$ cat config.mk
export PLATFORM = sky130hd
export DESIGN_NAME = uart_rx_tag
export DESIGN_NICKNAME = d
export VERILOG_FILES = /design/src/rtl/uart_rx_pkg.sv /design/src/rtl/uart_rx_frame.sv /design/src/rtl/uart_rx_fifo.sv /design/src/rtl/uart_rx_tag.sv
export SDC_FILE = /design/constraint.sdc
export NUM_CORES = 1
export LEC_CHECK = 0
export ABC_CLOCK_PERIOD_IN_PS = 5650
export BUFFER_PORTS_ARGS = -buffer_cell sky130_fd_sc_hd__buf_2
export CAP_MARGIN = 10
export CORE_MARGIN = 2
export CORE_UTILIZATION = 65
export CTS_CLUSTER_DIAMETER = 150
export DETAILED_ROUTE_END_ITERATION = 8
export PLACE_DENSITY = 0.82
export SYNTH_ARGS = -nofsm -noshare
export SYNTH_HDL_FRONTEND = slang
export SYNTH_HIERARCHICAL = 1
export SYNTH_SLANG_ARGS = --single-unit
$ cat constraint.sdc
create_clock -name clk -period 5.65 [get_ports clk]
set_clock_uncertainty 0.15 [all_clocks]
set_input_delay 1.695 -clock clk [delete_from_list [all_inputs] [get_ports clk]]
set_output_delay 1.695 -clock clk [all_outputs]
set_load 0.01 [all_outputs]
$ cat src/rtl/uart_rx_pkg.sv
package uart_rx_pkg;

  typedef enum logic [2:0] {
    RX_IDLE, RX_START, RX_DATA, RX_PAR, RX_STOP, RX_HOLD
  } rx_state_e;

  typedef struct packed {
    logic       ovr;
    logic       brk;
    logic       frm;
    logic       par;
    logic [7:0] data;
  } rx_word_t;

  function automatic logic [2:0] last_bit_idx(input logic [1:0] wlen);
    return 3'(wlen) + 3'd4;
  endfunction

  function automatic logic [7:0] right_align(input logic [7:0] sh, input logic [1:0] wlen);
    case (wlen)
      2'd0:    return {3'b0, sh[7:3]};
      2'd1:    return {2'b0, sh[7:2]};
      2'd2:    return {1'b0, sh[7:1]};
      default: return sh;
    endcase
  endfunction

  function automatic logic parity_bad(input logic [7:0] data, input logic pbit,
                                      input logic en, input logic odd);
    return en & ((^data) ^ pbit ^ odd);
  endfunction

endpackage

$ cat src/rtl/uart_rx_frame.sv
module uart_rx_frame
  import uart_rx_pkg::*;
(
  input  logic       clk,
  input  logic       rst_n,
  input  logic       rx_line,
  input  logic       tick16,
  input  logic [1:0] cfg_wlen,
  input  logic       cfg_par_en,
  input  logic       cfg_par_odd,
  input  logic       cfg_stop2,
  output logic       frame_done,
  output rx_word_t   frame_word
);
  localparam int SYNC = 2;
  localparam logic [3:0] START_CHK = 4'd7;
  localparam logic [3:0] BIT_LAST  = 4'd15;

  logic [SYNC-1:0] sync_q;
  logic            rxs;
  rx_state_e       state;
  logic [3:0]      cnt;
  logic [2:0]      bidx;
  logic [7:0]      sh;
  logic            parb, frm, allz, stopn;
  logic            mid_sample, start_ok, start_false;

  always_ff @(posedge clk or negedge rst_n)
    if (!rst_n) sync_q <= '1;
    else        sync_q <= {sync_q[SYNC-2:0], rx_line};
  assign rxs = sync_q[SYNC-1];

  assign mid_sample  = tick16 && (cnt == BIT_LAST) &&
                       (state == RX_DATA || state == RX_PAR || state == RX_STOP);
  assign start_ok    = tick16 && state == RX_START && cnt == START_CHK && !rxs;
  assign start_false = tick16 && state == RX_START && cnt == START_CHK && rxs;
  assign frame_done  = mid_sample && state == RX_STOP && (!cfg_stop2 || stopn);

  always_comb begin
    frame_word      = '0;
    frame_word.data = right_align(sh, cfg_wlen);
    frame_word.par  = parity_bad(frame_word.data, parb, cfg_par_en, cfg_par_odd);
    frame_word.frm  = frm | !rxs;
    frame_word.brk  = allz & !rxs;
  end

  always_ff @(posedge clk or negedge rst_n) begin
    if (!rst_n) begin
      state <= RX_IDLE; cnt <= '0; bidx <= '0; sh <= '0;
      parb <= 1'b0; frm <= 1'b0; allz <= 1'b0; stopn <= 1'b0;
    end else begin
      case (state)
        RX_IDLE: if (tick16 && !rxs) begin
          state <= RX_START; cnt <= 4'd1;
        end
        RX_START: if (tick16) begin
          if (start_false) state <= RX_IDLE;
          else if (start_ok) begin
            state <= RX_DATA; cnt <= '0; bidx <= '0;
            allz <= 1'b1; frm <= 1'b0; stopn <= 1'b0; parb <= 1'b0;
          end else cnt <= cnt + 4'd1;
        end
        RX_HOLD: if (rxs) state <= RX_IDLE;
        default: if (tick16) begin
          cnt <= mid_sample ? 4'd0 : cnt + 4'd1;
          if (mid_sample) begin
            allz <= allz & !rxs;
            if (state == RX_DATA) begin
              sh <= {rxs, sh[7:1]};
              if (bidx == last_bit_idx(cfg_wlen)) state <= cfg_par_en ? RX_PAR : RX_STOP;
              else bidx <= bidx + 3'd1;
            end else if (state == RX_PAR) begin
              parb <= rxs; state <= RX_STOP;
            end else begin
              frm <= frm | !rxs;
              if (frame_done) state <= rxs ? RX_IDLE : RX_HOLD;
              else stopn <= 1'b1;
            end
          end
        end
      endcase
    end
  end


  property p_false_start;
    @(posedge clk) disable iff (!rst_n) start_false |=> state == RX_IDLE;
  endproperty
  false_start_chk: assert property (p_false_start);


  property p_brk_frm;
    @(posedge clk) disable iff (!rst_n) (frame_done && frame_word.brk) |-> frame_word.frm;
  endproperty
  brk_implies_frm_chk: assert property (p_brk_frm);


  property p_hold_wait;
    @(posedge clk) disable iff (!rst_n) (state == RX_HOLD && !rxs) |=> state == RX_HOLD;
  endproperty
  hold_wait_chk: assert property (p_hold_wait);


  property p_par_off;
    @(posedge clk) disable iff (!rst_n) (frame_done && !cfg_par_en) |-> !frame_word.par;
  endproperty
  par_off_chk: assert property (p_par_off);
endmodule

$ cat src/rtl/uart_rx_fifo.sv
module uart_rx_fifo #(
  parameter int DEPTH = 16,
  parameter int W     = 12
) (
  input  logic         clk,
  input  logic         rst_n,
  input  logic         push,
  input  logic [W-1:0] din,
  input  logic         pop,
  output logic [W-1:0] dout,
  output logic         valid,
  output logic         full
);
  localparam int AW = $clog2(DEPTH);

  logic [W-1:0] mem [DEPTH];
  logic [AW-1:0] wp, rp;
  logic [AW:0]   count;
  logic          do_push, do_pop;

  assign full    = (count == (AW+1)'(DEPTH));
  assign valid   = (count != '0);
  assign do_push = push && !full;
  assign do_pop  = pop && valid;
  assign dout    = mem[rp];

  always_ff @(posedge clk) if (do_push) mem[wp] <= din;

  always_ff @(posedge clk or negedge rst_n) begin
    if (!rst_n) begin
      wp <= '0; rp <= '0; count <= '0;
    end else begin
      if (do_push) wp <= (wp == AW'(DEPTH-1)) ? '0 : wp + 1'b1;
      if (do_pop)  rp <= (rp == AW'(DEPTH-1)) ? '0 : rp + 1'b1;
      count <= count + (AW+1)'(do_push) - (AW+1)'(do_pop);
    end
  end


  property p_bound;
    @(posedge clk) disable iff (!rst_n) count <= (AW+1)'(DEPTH);
  endproperty
  count_bound_chk: assert property (p_bound);


  property p_empty_pop;
    @(posedge clk) disable iff (!rst_n) (pop && !valid && !push) |=> !valid;
  endproperty
  empty_pop_chk: assert property (p_empty_pop);
endmodule

$ cat src/rtl/uart_rx_tag.sv
module uart_rx_tag
  import uart_rx_pkg::*;
#(
  parameter int FIFO_DEPTH = 16
) (
  input  logic       clk,
  input  logic       rst_n,
  input  logic       rx_line,
  input  logic       tick16,
  input  logic [1:0] cfg_wlen,
  input  logic       cfg_par_en,
  input  logic       cfg_par_odd,
  input  logic       cfg_stop2,
  input  logic       rd_en,
  output logic       rd_valid,
  output logic [7:0] rd_data,
  output logic       rd_par_err,
  output logic       rd_frm_err,
  output logic       rd_brk,
  output logic       rd_ovr
);
  localparam int WW = $bits(rx_word_t);

  logic     frame_done, fifo_full, ovr_pend, drop_evt;
  rx_word_t frame_word, push_word, head;
  logic [WW-1:0] head_bits;

  uart_rx_frame u_frame (
    .clk, .rst_n, .rx_line, .tick16, .cfg_wlen, .cfg_par_en, .cfg_par_odd,
    .cfg_stop2, .frame_done, .frame_word
  );

  assign drop_evt = frame_done && fifo_full;

  always_comb begin
    push_word     = frame_word;
    push_word.ovr = ovr_pend;
  end

  always_ff @(posedge clk or negedge rst_n)
    if (!rst_n)          ovr_pend <= 1'b0;
    else if (drop_evt)   ovr_pend <= 1'b1;
    else if (frame_done) ovr_pend <= 1'b0;

  uart_rx_fifo #(.DEPTH(FIFO_DEPTH), .W(WW)) u_fifo (
    .clk, .rst_n, .push(frame_done), .din(push_word), .pop(rd_en),
    .dout(head_bits), .valid(rd_valid), .full(fifo_full)
  );

  assign head       = rx_word_t'(head_bits);
  assign rd_data    = head.data;
  assign rd_par_err = head.par;
  assign rd_frm_err = head.frm;
  assign rd_brk     = head.brk;
  assign rd_ovr     = head.ovr;


  property p_drop_pend;
    @(posedge clk) disable iff (!rst_n) drop_evt |=> ovr_pend;
  endproperty
  drop_pend_chk: assert property (p_drop_pend);


  property p_store_clears;
    @(posedge clk) disable iff (!rst_n) (frame_done && !fifo_full) |=> !ovr_pend;
  endproperty
  store_clears_chk: assert property (p_store_clears);
endmodule

-- Yosys cells after proc, flatten, opt, wreduce, memory -nomap -nowiden
Memories as Yosys holds them, arrays and structs flattened.
Cells that the tools add are included.
- reduce and logical (&&, ||, !) cells: 40
- muxes and demuxes: 61
- bitwise gates (word level): 8
- add/sub/neg operators: 7
- equality and inequality tests: 24
- operator list (operator ; count):
    $mux W3 ; 20
    $mux W4 ; 8
    $mux W1 ; 25
    $pmux W8 S3 ; 1
    $reduce_and A7 Y1 ; 3
    $reduce_and A8 Y1 ; 2
    $add A4 B1 Y4 const B ; 3
    $eq A4 B4 Y1 const B ; 3
    $logic_and A1 B1 Y1 ; 12
    $pmux W4 S3 ; 1
    $ne A2 B1 Y1 const B ; 5
    $reduce_and A5 Y1 ; 2
    $reduce_bool A2 Y1 ; 5
    $pmux W3 S3 ; 1
    $ne A2 B2 Y1 const B ; 4
    $pmux W1 S2 ; 4
    $reduce_xor A8 Y1 ; 1
    $eq A3 B2 Y1 const B ; 2
    $eq A3 B3 Y1 const B ; 2
    $pmux W3 S2 ; 1
    $reduce_bool A6 Y1 ; 1
    $add A5 B1 Y5 ; 1
    $eq A5 B5 Y1 const B ; 1
    $ne A5 B5 Y1 const B ; 1
    other kinds (23) ; 31
- memories kept: 1
- input bits: 10
- RAM bits: 192
- output and inout port bits: 13
- flip-flop bits (word level): 38
- word-level logic and storage cells: 154
- memories (name ; words ; bits a word ; rd ports ; clocked after Yosys merged registers in ; write ports ; line ; source):
    u_fifo.mem ; 16 ; 12 ; 1 ; 0 ; 1 ; uart_rx_fifo.sv:16 ; logic [W-1:0] mem [DEPTH];

-- Logic depth before layout (Yosys ltp)
- depth in word-level cells: 12
- depth in mapped cells: 17
- gate-level depth less buffers: 16

-- Hierarchy
Netlist, hierarchy kept.
- by module, submodules not included (module ; seq. area each (um^2) ; instances ; area each (um^2) ; cells an instance):
    uart_rx_fifo ; 6090.8 ; 1 ; 8250.4 ; 444
    uart_rx_frame ; 603.1 ; 1 ; 1654.1 ; 166
    uart_rx_tag ; 25.0 ; 1 ; 40.0 ; 2

-- Least setup slack after synthesis
OpenSTA, ideal clock, no wires.
- path kind: input -> register
- from: input port tick16
- to: memory u_fifo.mem[3][0], enable pin
- buffers on the path: 1
- cell stages on the path: 8
- setup slack: 1.244 ns
- setup time: 0.412 ns
- arrival time: 3.843 ns
- required time: 5.088 ns
- path through: nand4_1 > nor3_1 > nand2_1 > inv_1 > nor2b_1 > buf_2 > inv_2 > nor4_1
- cells in the longest elaborated chain, start to end: 7
- RTL lines (item ; line ; source):
    start, declared ; uart_rx_tag.sv:9 ; input logic tick16,
    $logic_and A1 B1 Y1 (2 in series) ; uart_rx_frame.sv:33 ; assign mid_sample = tick16 && (cnt == BIT_LAST) &&
    $logic_and A1 B1 Y1 (2 in series) ; uart_rx_frame.sv:37 ; assign frame_done = mid_sample && state == RX_STOP && (!cfg_stop2 || stopn);
    named net frame_done ; uart_rx_tag.sv:24 ; logic frame_done, fifo_full, ovr_pend, drop_evt;
    $logic_and A1 B1 Y1 ; uart_rx_fifo.sv:23 ; assign do_push = push && !full;
    $mux W1 ; uart_rx_fifo.sv:27 ; always_ff @(posedge clk) if (do_push) mem[wp] <= din;
    $mux W1 (not written as such) ; uart_rx_fifo.sv:27 ;
    end, declared ; uart_rx_fifo.sv:16 ;
The timed path passes the listed nets, and every way through them passes these cells.

-- Worst setup path after layout
- from: register u_fifo.rp[2]
- to: output port rd_ovr
- cells in the longest elaborated chain, start to end: 1
- RTL lines (item ; line ; source):
    start, declared ; uart_rx_fifo.sv:17 ; logic [AW-1:0] wp, rp;
    start signal, assigned ; uart_rx_fifo.sv:34 ; if (do_pop) rp <= (rp == AW'(DEPTH-1)) ? '0 : rp + 1'b1;
    $mem_v2 Z16 W12 ; - ;
    end, declared ; uart_rx_tag.sv:20 ; output logic rd_ovr
Every way passes these cells.

==> results.ini <==
[sta]
max-slew-margin-rel_pct=24.7
setup_viol=0
max_slew.worst_pin.slew_ps=1130
min_period_ps=5090
max_freq_mhz=197
final.period_utilization_pct=90.1
fin_tns_setup_ps=0
final-hold-violation-count=0
rsz0062_at_grt=false
slew_viol_final=0

[place]
place.gp.congestion=0.904
hpwl_mm=12.9
place.port_buffers=22

[synthesis]
ys_warn_count=6
syn-num-nets=634
synthCells=610
synth_area_um2=9930
syn_avg_cell_area_um2=16.3

[clocking]
cts_max_path_buffers=3
cts.htree.levels=1
clk-insertion-delay-late_ps=500
cts_tree=done
cts-root-buf=clkbuf_16
cts.hold.buffers_added=0
cts_resized=0
postCtsSetupBuffers=0
cts_buffers=23
clk_pin_slew_ps=60
clock_sinks=230

[die]
fp.dieH_um=128
die_w_um=128
die-area_um2=16300
io_pins=23
core_um2=15100
start_util_pct=65.8
rows=45

[critical_path]
critPathKind=reg -> out
arrival_ps=3240
crit_path_start_kind=flip-flop
ff2ff_path_depth=16
critPathMaxFanout=24
worstPathRequired_ps=3810
cp-end-kind=output pin

[run_status]
status=complete, no violations

[power_and_ir_drop]
powerDensity_nw_per_um2=458
irDropWorstVdd_mv=0.311
power_mw=5.01
power_leakage_nw=4.07

[global_routing]
grt_max_degree=39
grt_pass1_vias=5769
grt_overflow=0
antenna_found_initial=0
grt_use_total_pct=26.5
grt_first_pass_wirelength_mm=32.7

[worst_hold_path]
holdPathStages=0
hp-class=reg -> reg

[layout]
fill_cells=945
n_antenna_cell=0
nets=663
multi_input_area_um2=2940
area_growth_pct=10.1
drive_gt1_share_pct=18.5
regArea_um2=6720

[detailed_routing]
drc=0
vias=5521
ant_nets=0
finalWirelength_mm=20.6
drtPass1Iterations=5
wl_per_cell_um=24.5
drtIter0Drc=493
viasPerCell=6.56

[flow_run]
cap_viol_max_count=0

-- critical path, cell delays in order (launching register included) --
cell and delay, ps:
dfrtp_1 800, and2_1 970, a221oi_1 380, o21ai_0 360
nand2_1 80, buf_2 140
-- final timing paths --
| check | slack [ps] | start | end |
|---|---|---|---|
| max | 560 | u_fifo/rp[2] | rd_ovr |
| min | 200 | u_frame/sync_q[0] | u_frame/sync_q[1] |
| max reg2reg | 1800 | u_frame/cnt[0] | u_fifo/count[4] |
| min reg2reg | 200 | u_frame/sync_q[0] | u_frame/sync_q[1] |
| max in group asynchronous | 3600 | rst_n | u_fifo/rp[0] |
| min in group asynchronous | 1150 | rst_n | u_frame/cnt[0] |
-- state kept, by name (all words and copies together), names as in the netlist --
name,count
ovr_pend,1
u_fifo/count,5
u_fifo/mem,192
u_fifo/rp,4
u_fifo/wp,4
u_frame/allz,1
u_frame/bidx,3
u_frame/cnt,4
u_frame/frm,1
u_frame/parb,1
u_frame/sh,8
u_frame/state,3
u_frame/stopn,1
u_frame/sync_q,2
-- metal layers --
layer	vias up	routed length, um	share of wire [%]	GRT usage [%]
li1	2456	-	-	-
met1	2763	8220	40	36.6
met2	258	10400	50	44.1
met3	44	1560	7.5	4.02
met4	0	499	2.4	8.66
met5	-	0	0	0
-- where the power goes --
group	leakage (nW)	switching, mW	internal, mW
clock	0.348	0.597	0.830
sequential	2.26	0.217	1.96
combinational	1.46	0.783	0.618
total	4.07	1.60	3.41
-- layout make-up --
class                   count  share of cell area (%)
clock buffers              31                    5.81
clock inverters             9                   0.629
inverters                  24                   0.824
multi-input cells         320                    26.9
flip-flops and latches    230                    61.5
well taps                 188                    2.15
repair buffers             40                    2.28
-- metrics by stage --
step                      std cells  setup slack (ps)  utilization [%]  hold WS, ps  instance area, um^2
after detailed placement        801               685             67.8          197                10200
after global placement          801               856             67.8          197                10200
after floorplan                 610              1240                -          195                 9930
after global routing            842               469             72.5          209                10900
after CTS                       841               622             72.4          206                10900
final                           842               562             72.5          204                10900
-- cells in the final DEF (no fill, tap or decap), drive strengths merged, types with 6 or more instances in the layout --
master,count
o21ai,26
xnor2,10
inv,25
a221oi,24
nand3,9
mux2i,54
mux2,12
clkinv,7
a21oi,10
clkbuf,31
a22oi,12
buf,40
nor2b,6
nor2,12
ha,13
nor4,6
and2,12
nand2,31
mux4,28
edfxtp,192
dfrtp,36
(Power assumes the default switching activity.)
